[config.mk]
export PLATFORM = sky130hd
export DESIGN_NAME = vidshare_ctrl
export DESIGN_NICKNAME = d
export VERILOG_FILES = /design/src/rtl/vsc_pkg.sv /design/src/rtl/vsc_timing.sv /design/src/rtl/vsc_fetch.sv /design/src/rtl/vsc_palette.sv /design/src/rtl/vsc_regs.sv /design/src/rtl/vidshare_ctrl.sv
export SDC_FILE = /design/constraint.sdc
export NUM_CORES = 1
export LEC_CHECK = 0
export ABC_AREA = 0
export BUFFER_PORTS_ARGS = -buffer_cell sky130_fd_sc_hd__buf_4
export CAP_MARGIN = 20
export CORE_MARGIN = 4
export CORE_UTILIZATION = 30
export CTS_CLUSTER_SIZE = 14
export DETAILED_ROUTE_END_ITERATION = 10
export GPL_TIMING_DRIVEN = 0
export PLACE_DENSITY = 0.46
export SYNTH_ARGS = -nofsm -noshare
export SYNTH_HDL_FRONTEND = slang
export SYNTH_HIERARCHICAL = 1
export SYNTH_SLANG_ARGS = --single-unit
[constraint.sdc]
create_clock -name clk -period 2.2 [get_ports clk]
set_input_delay 0.44 -clock clk [delete_from_list [all_inputs] [get_ports clk]]
set_output_delay 0.44 -clock clk [all_outputs]
set_load 0.05 [all_outputs]
[src/rtl/vsc_pkg.sv]
package vsc_pkg;
  // register index decode on the processor port
  localparam int REG_IDX_W   = 5;
  localparam int PAL_SEL_BIT = 4;
  localparam int STAT_IDX    = 3;

  // per-pixel control carried alongside fetched data
  typedef struct packed {
    logic active;
    logic hs_n;
    logic vs;
    logic odd;
  } vsc_tag_t;
endpackage

[src/rtl/vsc_timing.sv]
module vsc_timing #(
  parameter int H_ACTIVE = 640,
  parameter int H_FP     = 16,
  parameter int H_SYNC   = 96,
  parameter int H_BP     = 48,
  parameter int V_ACTIVE = 400,
  parameter int V_FP     = 12,
  parameter int V_SYNC   = 2,
  parameter int V_BP     = 35
) (
  input  logic               clk,
  input  logic               rst_n,
  output logic               phase,
  output vsc_pkg::vsc_tag_t  tag,
  output logic               fetch,
  output logic               vblank_start
);
  localparam int H_TOTAL = H_ACTIVE + H_FP + H_SYNC + H_BP;
  localparam int V_TOTAL = V_ACTIVE + V_FP + V_SYNC + V_BP;
  localparam int HW = $clog2(H_TOTAL);
  localparam int VW = $clog2(V_TOTAL);
  localparam logic [HW-1:0] H_LAST = HW'(H_TOTAL - 1);
  localparam logic [VW-1:0] V_LAST = VW'(V_TOTAL - 1);
  localparam logic [HW-1:0] H_ACT  = HW'(H_ACTIVE);
  localparam logic [HW-1:0] HS_BEG = HW'(H_ACTIVE + H_FP);
  localparam logic [HW-1:0] HS_END = HW'(H_ACTIVE + H_FP + H_SYNC);
  localparam logic [VW-1:0] V_ACT  = VW'(V_ACTIVE);
  localparam logic [VW-1:0] VS_BEG = VW'(V_ACTIVE + V_FP);
  localparam logic [VW-1:0] VS_END = VW'(V_ACTIVE + V_FP + V_SYNC);

  logic [HW-1:0] hcnt;
  logic [VW-1:0] vcnt;

  always_ff @(posedge clk or negedge rst_n) begin
    if (!rst_n) begin
      hcnt <= '0;
      vcnt <= '0;
    end else if (hcnt == H_LAST) begin
      hcnt <= '0;
      vcnt <= (vcnt == V_LAST) ? '0 : vcnt + 1'b1;
    end else begin
      hcnt <= hcnt + 1'b1;
    end
  end

  always_comb begin
    tag.active   = (hcnt < H_ACT) && (vcnt < V_ACT);
    tag.hs_n     = !((hcnt >= HS_BEG) && (hcnt < HS_END));
    tag.vs       = (vcnt >= VS_BEG) && (vcnt < VS_END);
    tag.odd      = hcnt[0];
    phase        = hcnt[0];
    fetch        = tag.active && !hcnt[0];
    vblank_start = (hcnt == '0) && (vcnt == V_ACT);
  end
endmodule

[src/rtl/vsc_fetch.sv]
module vsc_fetch #(
  parameter int ADDR_W = 17,
  parameter int PIX_W  = 4
) (
  input  logic                clk,
  input  logic                rst_n,
  input  logic                fetch,
  input  logic                reload,
  input  logic [ADDR_W-1:0]   reload_addr,
  input  logic [2*PIX_W-1:0]  ram_rdata,
  input  vsc_pkg::vsc_tag_t   tag_in,
  output logic [ADDR_W-1:0]   vid_addr,
  output vsc_pkg::vsc_tag_t   tag_s1,
  output logic [PIX_W-1:0]    pix_idx
);
  localparam int BYTE_W = 2 * PIX_W;

  logic [BYTE_W-1:0] byte_q;

  always_ff @(posedge clk or negedge rst_n) begin
    if (!rst_n) begin
      vid_addr <= '0;
      byte_q   <= '0;
      tag_s1   <= '{active: 1'b0, hs_n: 1'b1, vs: 1'b0, odd: 1'b0};
    end else begin
      tag_s1 <= tag_in;
      if (reload)
        vid_addr <= reload_addr;
      else if (fetch)
        vid_addr <= vid_addr + 1'b1;
      if (fetch)
        byte_q <= ram_rdata;
    end
  end

  // upper nibble first, lower nibble on the odd column
  assign pix_idx = tag_s1.odd ? byte_q[PIX_W-1:0] : byte_q[BYTE_W-1:PIX_W];
endmodule

[src/rtl/vsc_palette.sv]
module vsc_palette #(
  parameter int PIX_W = 4,
  parameter int COL_W = 6
) (
  input  logic              clk,
  input  logic              rst_n,
  input  logic              wr_en,
  input  logic [PIX_W-1:0]  cpu_idx,
  input  logic [COL_W-1:0]  wr_data,
  input  logic [PIX_W-1:0]  pix_idx,
  output logic [COL_W-1:0]  cpu_color,
  output logic [COL_W-1:0]  pix_color
);
  localparam int ENTRIES = 1 << PIX_W;

  logic [ENTRIES*COL_W-1:0] pal_flat;

  for (genvar g = 0; g < ENTRIES; g++) begin : g_ent
    logic [COL_W-1:0] q;
    always_ff @(posedge clk or negedge rst_n) begin
      if (!rst_n)
        q <= '0;
      else if (wr_en && cpu_idx == PIX_W'(g))
        q <= wr_data;
    end
    assign pal_flat[g*COL_W +: COL_W] = q;
  end

  assign pix_color = pal_flat[pix_idx*COL_W +: COL_W];
  assign cpu_color = pal_flat[cpu_idx*COL_W +: COL_W];
endmodule

[src/rtl/vsc_regs.sv]
module vsc_regs #(
  parameter int ADDR_W = 17,
  parameter int DATA_W = 8
) (
  input  logic              clk,
  input  logic              rst_n,
  input  logic              wr_en,
  input  logic [3:0]        sel,
  input  logic [DATA_W-1:0] wdata,
  input  logic              vblank_start,
  output logic [ADDR_W-1:0] base_pend,
  output logic              irq,
  output logic [DATA_W-1:0] rdata
);
  always_ff @(posedge clk or negedge rst_n) begin
    if (!rst_n) begin
      base_pend <= '0;
      irq       <= 1'b0;
    end else begin
      for (int b = 0; b < ADDR_W; b++)
        if (wr_en && sel == 4'(b / DATA_W))
          base_pend[b] <= wdata[b % DATA_W];
      if (vblank_start)
        irq <= 1'b1;
      else if (wr_en && sel == 4'(vsc_pkg::STAT_IDX))
        irq <= 1'b0;
    end
  end

  always_comb begin
    rdata = '0;
    for (int b = 0; b < ADDR_W; b++)
      if (sel == 4'(b / DATA_W))
        rdata[b % DATA_W] = base_pend[b];
    if (sel == 4'(vsc_pkg::STAT_IDX))
      rdata[0] = irq;
  end
endmodule

[src/rtl/vidshare_ctrl.sv]
module vidshare_ctrl #(
  parameter int H_ACTIVE = 640,
  parameter int H_FP     = 16,
  parameter int H_SYNC   = 96,
  parameter int H_BP     = 48,
  parameter int V_ACTIVE = 400,
  parameter int V_FP     = 12,
  parameter int V_SYNC   = 2,
  parameter int V_BP     = 35,
  parameter int ADDR_W   = 17,
  parameter int DATA_W   = 8,
  parameter int COL_W    = 6
) (
  input  logic              clk,
  input  logic              rst_n,
  output logic              phi2,
  input  logic [ADDR_W-1:0] cpu_addr,
  input  logic [DATA_W-1:0] cpu_wdata,
  output logic [DATA_W-1:0] cpu_rdata,
  input  logic              cpu_rw,
  input  logic              cpu_ram_sel,
  input  logic              cpu_reg_sel,
  output logic              irq,
  output logic [ADDR_W-1:0] ram_addr,
  output logic [DATA_W-1:0] ram_wdata,
  input  logic [DATA_W-1:0] ram_rdata,
  output logic              ram_ce_n,
  output logic              ram_oe_n,
  output logic              ram_we_n,
  output logic [COL_W-1:0]  rgb,
  output logic              hsync_n,
  output logic              vsync
);
  import vsc_pkg::*;

  localparam int PIX_W = DATA_W / 2;

  logic              phase, fetch, vblank_start;
  vsc_tag_t          tag0, tag1;
  logic [ADDR_W-1:0] vid_addr, base_pend;
  logic [PIX_W-1:0]  pix_idx;
  logic [COL_W-1:0]  pix_color, cpu_color;
  logic [DATA_W-1:0] ctl_rdata;
  logic              reg_wr, pal_wr, ctl_wr;

  vsc_timing #(
    .H_ACTIVE(H_ACTIVE), .H_FP(H_FP), .H_SYNC(H_SYNC), .H_BP(H_BP),
    .V_ACTIVE(V_ACTIVE), .V_FP(V_FP), .V_SYNC(V_SYNC), .V_BP(V_BP)
  ) u_timing (
    .clk(clk), .rst_n(rst_n), .phase(phase), .tag(tag0),
    .fetch(fetch), .vblank_start(vblank_start)
  );

  vsc_fetch #(.ADDR_W(ADDR_W), .PIX_W(PIX_W)) u_fetch (
    .clk(clk), .rst_n(rst_n), .fetch(fetch), .reload(vblank_start),
    .reload_addr(base_pend), .ram_rdata(ram_rdata), .tag_in(tag0),
    .vid_addr(vid_addr), .tag_s1(tag1), .pix_idx(pix_idx)
  );

  assign reg_wr = phase && cpu_reg_sel && !cpu_rw;
  assign pal_wr = reg_wr && cpu_addr[PAL_SEL_BIT];
  assign ctl_wr = reg_wr && !cpu_addr[PAL_SEL_BIT];

  vsc_palette #(.PIX_W(PIX_W), .COL_W(COL_W)) u_palette (
    .clk(clk), .rst_n(rst_n), .wr_en(pal_wr),
    .cpu_idx(cpu_addr[PIX_W-1:0]), .wr_data(cpu_wdata[COL_W-1:0]),
    .pix_idx(pix_idx), .cpu_color(cpu_color), .pix_color(pix_color)
  );

  vsc_regs #(.ADDR_W(ADDR_W), .DATA_W(DATA_W)) u_regs (
    .clk(clk), .rst_n(rst_n), .wr_en(ctl_wr), .sel(cpu_addr[3:0]),
    .wdata(cpu_wdata), .vblank_start(vblank_start),
    .base_pend(base_pend), .irq(irq), .rdata(ctl_rdata)
  );

  // output stage: colour and syncs two clocks behind the counters
  always_ff @(posedge clk or negedge rst_n) begin
    if (!rst_n) begin
      rgb     <= '0;
      hsync_n <= 1'b1;
      vsync   <= 1'b0;
    end else begin
      rgb     <= tag1.active ? pix_color : '0;
      hsync_n <= tag1.hs_n;
      vsync   <= tag1.vs;
    end
  end

  assign phi2      = phase;
  assign ram_wdata = cpu_wdata;

  // RAM ownership alternates with the processor clock phase
  always_comb begin
    if (!phase) begin
      ram_addr = vid_addr;
      ram_ce_n = 1'b0;
      ram_oe_n = 1'b0;
      ram_we_n = 1'b1;
    end else begin
      ram_addr = cpu_addr;
      ram_ce_n = !cpu_ram_sel;
      ram_oe_n = !(cpu_ram_sel && cpu_rw);
      ram_we_n = !(cpu_ram_sel && !cpu_rw);
    end
  end

  always_comb begin
    if (phase && cpu_ram_sel && cpu_rw)
      cpu_rdata = ram_rdata;
    else if (phase && cpu_reg_sel && cpu_rw)
      cpu_rdata = cpu_addr[PAL_SEL_BIT] ? DATA_W'(cpu_color) : ctl_rdata;
    else
      cpu_rdata = '0;
  end
endmodule

==> results.py, run 1 <==
metrics = {
    "status": {
        "status": "finished, violations left",
        "failed_checks": "negative setup slack",
    },
    "synth": {
        "netlist_top_cells_count": "168 x dfrtp_1, 129 x mux2_2, 44 x nand2_1",
        "ys_warn_count": 6,
        "syn-num-nets": 747,
        "synth-main-ff-cell": "dfrtp_1",
        "synth_edf_count": 0,
        "yosysMostFrequentCell": "dfrtp_1",
        "yosysTopAreaCellShare_pct": 45.4,
        "synth_seq_cells": 170,
        "syn_avg_cell_area_um2": 13.2,
        "yosysUniqueCellTypes": 58,
        "ys_seq_area_share_pct": 45.9,
        "synth_top_area_cell": "dfrtp_1",
        "yosys-top-cells-area": "dfrtp_1 45%, mux2_2 16%, mux4_2 8.5%",
        "synth-async-reset-ratio_pct": 100,
        "netlist_area_um2": 9270,
        "synthCells": 704,
    },
    "routing": {
        "drtIter0Drc": 402,
        "ant_nets": 0,
        "drc_errors": 0,
        "viasPerCell": 5.05,
        "vias": 6231,
        "firstDrtPassIters": 4,
        "wl_per_cell_um": 21.5,
        "wl_um": 26500,
    },
    "sta": {
        "worstMarginPinSlew_ns": 0.708,
        "period_needed_ns": 2.59,
        "hold_violations": 0,
        "skew_ns": 0.0104,
        "drv_slew": 0,
        "fin_crit_sh_pct": 118,
        "setup_slack_ns": -0.387,
        "fmax_mhz": 387,
        "fin_hold_ws_ns": 0.00769,
        "rsz0062_at_grt": "true",
        "setup_viol": 6,
        "slew-limit-headroom_pct": 52.8,
    },
    "finish": {
        "area_growth_pct": 24.9,
        "n_antenna_cell": 0,
        "final_area_um2": 11600,
        "drive_above_1_share_pct": 51.7,
        "post-route-util_pct": 37.9,
        "fin_cells": 1234,
        "fin_nets": 869,
    },
    "worst_setup_path": {
        "crit_type": "in -> out",
        "rr_endpoint": "u_fetch/vid_addr[16]",
        "worstPathArrival_ns": 2.15,
        "worstPathRequired_ns": 1.76,
        "reg2reg_depth": 7,
        "end_kind": "output port",
        "startpoint_type": "input pin",
        "regToRegSetupSlack_ns": 0.04,
        "worst_r2r_startpoint": "u_timing/vcnt[6]",
        "crit_fanout": 8,
    },
    "clock_network": {
        "root_buffer": "clkbuf_16",
        "clk_latency_ns": 0.43,
        "cts_made_buffers": 17,
        "cts_htree_levels": 4,
        "cts_tree": "built",
        "clock_path_buffers": 2,
        "ctsHoldBuffers": 0,
        "clk_pin_slew_ns": 0.06,
        "cts_sinks": 170,
    },
    "power": {
        "power_density_nw_per_um2": 650,
        "p_leak_nw": 5.08,
        "vdd_drop_max_v": 0.000491,
    },
    "die": {
        "io_pins": 84,
        "rows": 64,
        "start_util_pct": 30.4,
        "dieArea_um2": 33800,
        "coreArea_um2": 30500,
        "die_h_um": 184,
        "die_x_um": 184,
    },
    "global_route": {
        "grt_pass1_wl_um": 41000,
        "grt_max_degree": 87,
        "grt.overflow.total": 0,
        "grt_use_total_pct": 16.1,
        "antenna_found_initial": 0,
        "first_global_vias": 6602,
    },
    "flow_run": {
        "max_cap_violations": 0,
    },
    "place": {
        "place_congestion": 0.788,
        "place_inst": 1184,
        "place_area_um2": 10500,
        "port_buffers": 83,
        "post-dp-hpwl_um": 18400,
    },
    "hold_path": {
        "hold_path_class": "in -> async",
    },
}
==> cell families (layout without fill, tap and decap cells) <==
family | count (synthesis) | count (layout) | synth area share (%)
compound gates | 61 | 61 | 4.42
simple gates | 173 | 173 | 10.6
mux | 206 | 206 | 31.9
buf+inv | 63 | 197 | 3.94
xor+xnor | 26 | 26 | 2.46
flops | 170 | 170 | 45.9
fa+ha+maj | 5 | 5 | 0.675
==> state kept, by name, indices dropped and copies added (netlist names) <==
name               count
hsync_n                1
rgb                    6
u_fetch/byte_q         8
u_fetch/tag_s1         4
u_fetch/vid_addr      17
u_palette/g_ent.q     96
u_regs/base_pend      17
u_regs/irq             1
u_timing/hcnt         10
u_timing/vcnt          9
vsync                  1
==> critical path, cell delays in order <==
cell and delay, ns:
buf_12 0.08, buf_12 0.13, buf_12 0.14, mux4_2 0.52, a22oi_2 0.25, nand2_2 0.10
mux2i_2 0.20, o2bb2ai_2 0.11, buf_6 0.16
==> through the flow <==
stage | total power, mW | setup WS (ns) | TNS, ns
floorplan | 4.07 | -0.225 | -0.782
global placement | 4.46 | -0.837 | -110.17
detailed placement | 4.48 | -0.846 | -29.30
CTS | 7.63 | -0.411 | -2.33
global route | 7.85 | -0.437 | -2.70
finish | 7.52 | -0.387 | -2.14
==> final cells by class <==
type / instances / area (um^2)
clock inverter: 12 / 140
timing repair buffer: 108 / 933
clock buffer: 19 / 443
buffer: 47 / 367
sequential: 170 / 4260
multi-input combinational: 471 / 4890
inverter: 11 / 41.3
fill: 2962 / 18900
tap: 396 / 495
==> layout by cell type (no fill, tap or decap), types with 4 or more instances in the layout <==
cell type	netlist	layout
buf_4	11	104
o21ai_0	18	17
nor3_1	6	4
nor2b_1	7	6
o2bb2ai_2	0	8
a22oi_1	24	11
nand2b_1	7	7
mux2_2	129	128
dfrtp_1	168	163
clkbuf_1	15	10
buf_12	0	7
nor2_4	1	4
inv_1	11	11
mux2_4	14	15
mux2i_1	14	8
mux2i_2	0	4
dfrtp_2	0	5
nand4_1	12	12
nand2_2	0	5
xor2_1	11	11
or3_1	4	4
ha_1	5	5
buf_2	14	8
buf_6	7	17
and3_1	6	6
mux4_2	35	46
nor2_1	31	25
nand3_1	12	11
nand2_1	44	39
nor4_1	8	5
xnor2_1	15	15
a22oi_2	0	13
clkbuf_16	0	17
and2_1	10	9
==> what timing repair did <==
item,CTS,global route
endpoints found under the hold margin,0,0
resized for setup,83,24
setup buffers,17,6
cloned,1,0
pin swaps,21,11
setup endpoints to repair,132,52
==> where the power goes <==
group	leakage (nW)	total, mW	switching (mW)	internal [mW]
clock	0.276	3.02	1.31	1.71
sequential	2.27	3.41	0.120	3.29
combinational	2.54	1.09	0.581	0.508
==> worst max-delay path by stage <==
stage	startpoint	end	depth (start not counted)
after floorplan	cpu_addr[0]	cpu_rdata[1]	7
after global placement	cpu_addr[1]	cpu_rdata[4]	9
after detailed placement	cpu_addr[1]	cpu_rdata[4]	9
after CTS	u_palette/g_ent[11].q[1]	cpu_rdata[1]	6
after global routing	u_palette/g_ent[10].q[1]	cpu_rdata[1]	6
final	cpu_addr[0]	cpu_rdata[1]	9
==> per-layer routing <==
metal	GRT usage (%)	routed length, um	vias up
met2	26.5	13100	121
met4	5.26	546	0
li1	-	-	2853
met5	0	0	-
met1	21.9	11900	3225
met3	2.35	1020	32
No activity file was read; power rests on OpenSTA's default activity.
==> inputs of run 2 (changes only) <==
--- a/config.mk
+++ b/config.mk
@@ -5,7 +5,7 @@
 export SDC_FILE = /design/constraint.sdc
 export NUM_CORES = 1
 export LEC_CHECK = 0
-export ABC_AREA = 0
+export ABC_AREA = 1
 export BUFFER_PORTS_ARGS = -buffer_cell sky130_fd_sc_hd__buf_4
 export CAP_MARGIN = 20
 export CORE_MARGIN = 4
@@ -13,7 +13,7 @@
 export CTS_CLUSTER_SIZE = 14
 export DETAILED_ROUTE_END_ITERATION = 10
 export GPL_TIMING_DRIVEN = 0
-export PLACE_DENSITY = 0.46
+export PLACE_DENSITY = 0.45
 export SYNTH_ARGS = -nofsm -noshare
 export SYNTH_HDL_FRONTEND = slang
 export SYNTH_HIERARCHICAL = 1
==> run 2 against run 1 <==
Compared with the run above:
- wire length is 41% higher
- critical endpoint unchanged
- design area is 11% higher
- the flow finishes with violations (negative hold slack, negative setup slack)
- fmax is 12% higher
- first-iteration DRC count grew to 2.5 times the previous value
- clock skew is 0.0027 ns higher
- clock-buffer cell count is 2 higher
- critical path depth is 8 higher
- global-route usage is 3.7 points higher
- die area is 12% higher
- hold slack worse by 0.041 ns
- worst setup slack better by 0.28 ns
- area after synthesis is 13% higher
==> results.py, run 2 <==
metrics = {
    "status": {
        "status": "finished, violations left",
        "failed_checks": "negative hold slack, negative setup slack",
    },
    "synth": {
        "synthCells": 1531,
        "netlist_top_cells_count": "685 x nand2_1, 171 x inv_1, 168 x dfrtp_1",
        "netlist_area_um2": 10400,
        "synth-main-ff-cell": "dfrtp_1",
        "synth_top_area_cell": "dfrtp_1",
        "synth_edf_count": 0,
        "synth_seq_cells": 170,
        "yosysTopAreaCellShare_pct": 40.2,
        "ys_seq_area_share_pct": 40.8,
        "yosys-top-cells-area": "dfrtp_1 40%, nand2_1 25%, inv_1 6.1%",
        "ys_warn_count": 6,
        "synth-async-reset-ratio_pct": 100,
        "syn-num-nets": 1574,
        "syn_avg_cell_area_um2": 6.82,
        "yosysUniqueCellTypes": 41,
        "yosysMostFrequentCell": "nand2_1",
    },
    "global_route": {
        "first_global_vias": 9696,
        "grt_max_degree": 88,
        "grt_use_total_pct": 19.8,
        "grt_pass1_wl_um": 58300,
        "grt.overflow.total": 0,
        "antenna_found_initial": 0,
    },
    "place": {
        "place_congestion": 0.937,
        "place_inst": 2070,
        "post-dp-hpwl_um": 27100,
        "pre_cts_ws_ns": -0.638,
        "port_buffers": 82,
        "place_area_um2": 11700,
    },
    "sta": {
        "setup_tns_ns": -0.513,
        "setup_slack_ns": -0.109,
        "hold_violations": 15,
        "rsz0062_at_grt": "true",
        "fin_hold_ws_ns": -0.0328,
        "fmax_mhz": 433,
        "period_needed_ns": 2.31,
        "skew_ns": 0.0131,
        "worstMarginPinSlew_ns": 0.739,
        "drv_slew": 0,
        "fin_crit_sh_pct": 105,
        "setup_viol": 6,
        "slew-limit-headroom_pct": 50.7,
    },
    "routing": {
        "drtIter0Drc": 1020,
        "wl_um": 37400,
        "firstDrtPassIters": 5,
        "ant_nets": 0,
        "drc_errors": 0,
        "vias": 10143,
        "viasPerCell": 4.77,
        "wl_per_cell_um": 17.6,
    },
    "worst_setup_path": {
        "crit_top_cell": "nand2_1",
        "path_buf_inv": 6,
        "crit_type": "in -> out",
        "critPathSlowestCell": "buf_12",
        "end_kind": "output port",
        "worstPathRequired_ns": 1.76,
        "regToRegSetupSlack_ns": 0.11,
        "rr_endpoint": "rgb[2]",
        "reg2reg_depth": 10,
        "crit_fanout": 10,
        "cp_cell_sequence": "buf_12 -> buf_12 -> clkinv_16 -> buf_12 -> nand2_1 -> nand2_2 -> nand2_1 -> nand2_1 -> nand2_1 -> nand2_4 -> inv_1 -> nand2_1 -> nand2_1 -> nand2_1 -> nand2_1 -> nand2_2 -> buf_8",
        "startpoint_type": "input pin",
        "worstPathArrival_ns": 1.87,
        "max_stage_delay_ns": 0.14,
        "worst_r2r_startpoint": "u_fetch/tag_s1[0]",
        "crit_family": "simple AND/OR/NAND/NOR gates",
    },
    "power": {
        "power_density_nw_per_um2": 614,
        "power_mw": 7.91,
        "p_leak_nw": 6.52,
        "vdd_drop_max_v": 0.000593,
    },
    "finish": {
        "reg_top3": "u_palette/g_ent.q (96), u_fetch/vid_addr (17), u_regs/base_pend (17)",
        "fillers": 3690,
        "max_flop_register": "u_palette/g_ent.q",
        "n_antenna_cell": 0,
        "area_growth_pct": 23.4,
        "post-route-util_pct": 37.4,
        "final_cell_mix": "636 x nand2_1, 170 x inv_1, 165 x dfrtp_1",
        "final_area_um2": 12900,
        "fin_nets": 1701,
        "fin_cells": 2126,
        "layout_commonest_cell": "nand2_1",
        "drive_above_1_share_pct": 20.8,
        "largest_reg_flops": 96,
    },
    "hold_path": {
        "hold_path_class": "in -> async",
    },
    "clock_network": {
        "clk_pin_slew_ns": 0.07,
        "root_buffer": "clkbuf_16",
        "clock_path_buffers": 2,
        "clk_latency_ns": 0.45,
        "cts_made_buffers": 17,
        "cts_sinks": 170,
        "cts_htree_levels": 4,
        "cts_tree": "built",
    },
    "die": {
        "die_x_um": 195,
        "start_util_pct": 30.3,
        "dieArea_um2": 37900,
        "io_pins": 84,
        "coreArea_um2": 34500,
        "rows": 68,
        "die_h_um": 195,
    },
    "flow_run": {
        "max_cap_violations": 0,
    },
}
[run 2: cell types whose count changed after synthesis, sizes merged, moves of 12 or more]
cell and delta:
nor2 +30, nand3 +119, mux4 -49, a22oi -12
nand2 +650, buf +33, mux2 -139, o21ai +117
mux2i -14, inv +171
[run 2: worst max path at each step]
stage	slack, ns	start	to	cells past startpoint
after floorplan	0.04	u_timing/hcnt[0]	ram_addr[4]	3
after global placement	-0.63	cpu_addr[1]	cpu_rdata[1]	14
after detailed placement	-0.64	cpu_addr[1]	cpu_rdata[1]	14
after CTS	-0.16	cpu_addr[0]	cpu_rdata[2]	18
after global routing	-0.23	u_palette/g_ent[11].q[0]	cpu_rdata[0]	13
final	-0.11	cpu_addr[0]	cpu_rdata[1]	17
[run 2: cell families (layout without fill, tap and decap cells)]
group / after synthesis / in the layout / synth area share (%)
flops: 170 / 170 / 40.8
xor+xnor: 11 / 11 / 0.922
mux: 4 / 4 / 0.431
fa+ha+maj: 5 / 5 / 0.599
compound gates: 160 / 160 / 8.70
simple gates: 921 / 921 / 37.3
buf+inv: 260 / 400 / 11.3
[run 2: power by group]
part,internal [mW],leakage (nW),switching [mW]
Clock,1.55,0.255,1.39
Combinational,0.507,4.15,0.977
Sequential,3.32,2.12,0.163
Total,5.38,6.52,2.53
[run 2: what timing repair did]
action                                  4_1_cts  5_1_grt
hold buffers                                  0        0
resized for setup                            85       64
pin swaps                                    16       47
endpoints found under the hold margin         0        0
setup buffers                                11       11
cloned                                        3        0
endpoints found under the setup margin      133       76
[run 2: final cells by class]
class | instances | area, um^2 | share of cell area [%]
Multi-Input combinational cell | 1101 | 5180 | 40.2
Sequential cell | 170 | 4260 | 33.1
Timing Repair Buffer | 108 | 936 | 7.26
Inverter | 182 | 727 | 5.64
Buffer | 78 | 653 | 5.07
Tap cell | 455 | 569 | 4.42
Clock buffer | 21 | 470 | 3.65
Clock inverter | 11 | 88.8 | 0.689
[run 2: per-layer routing]
layer | part of all wire (%) | vias to the layer above | wire, um | track usage (%)
met2 | 46 | 285 | 17200 | 31.4
met4 | 2.6 | 0 | 961 | 5.94
met1 | 47 | 4795 | 17400 | 28.3
met3 | 5.0 | 49 | 1890 | 2.62
met5 | 0 | - | 0 | 0
li1 | - | 5014 | - | -
[run 2: worst reg2reg max path: stages (launching register included)]
cell and delay [ns]:
dfrtp_2 0.47, o21ai_0 0.20, clkbuf_4 0.26, inv_1 0.16, clkbuf_4 0.25, nand3_1 0.12
nand3_1 0.15, nand3_1 0.13, nand2_1 0.09, nand2_1 0.11, inv_1 0.05
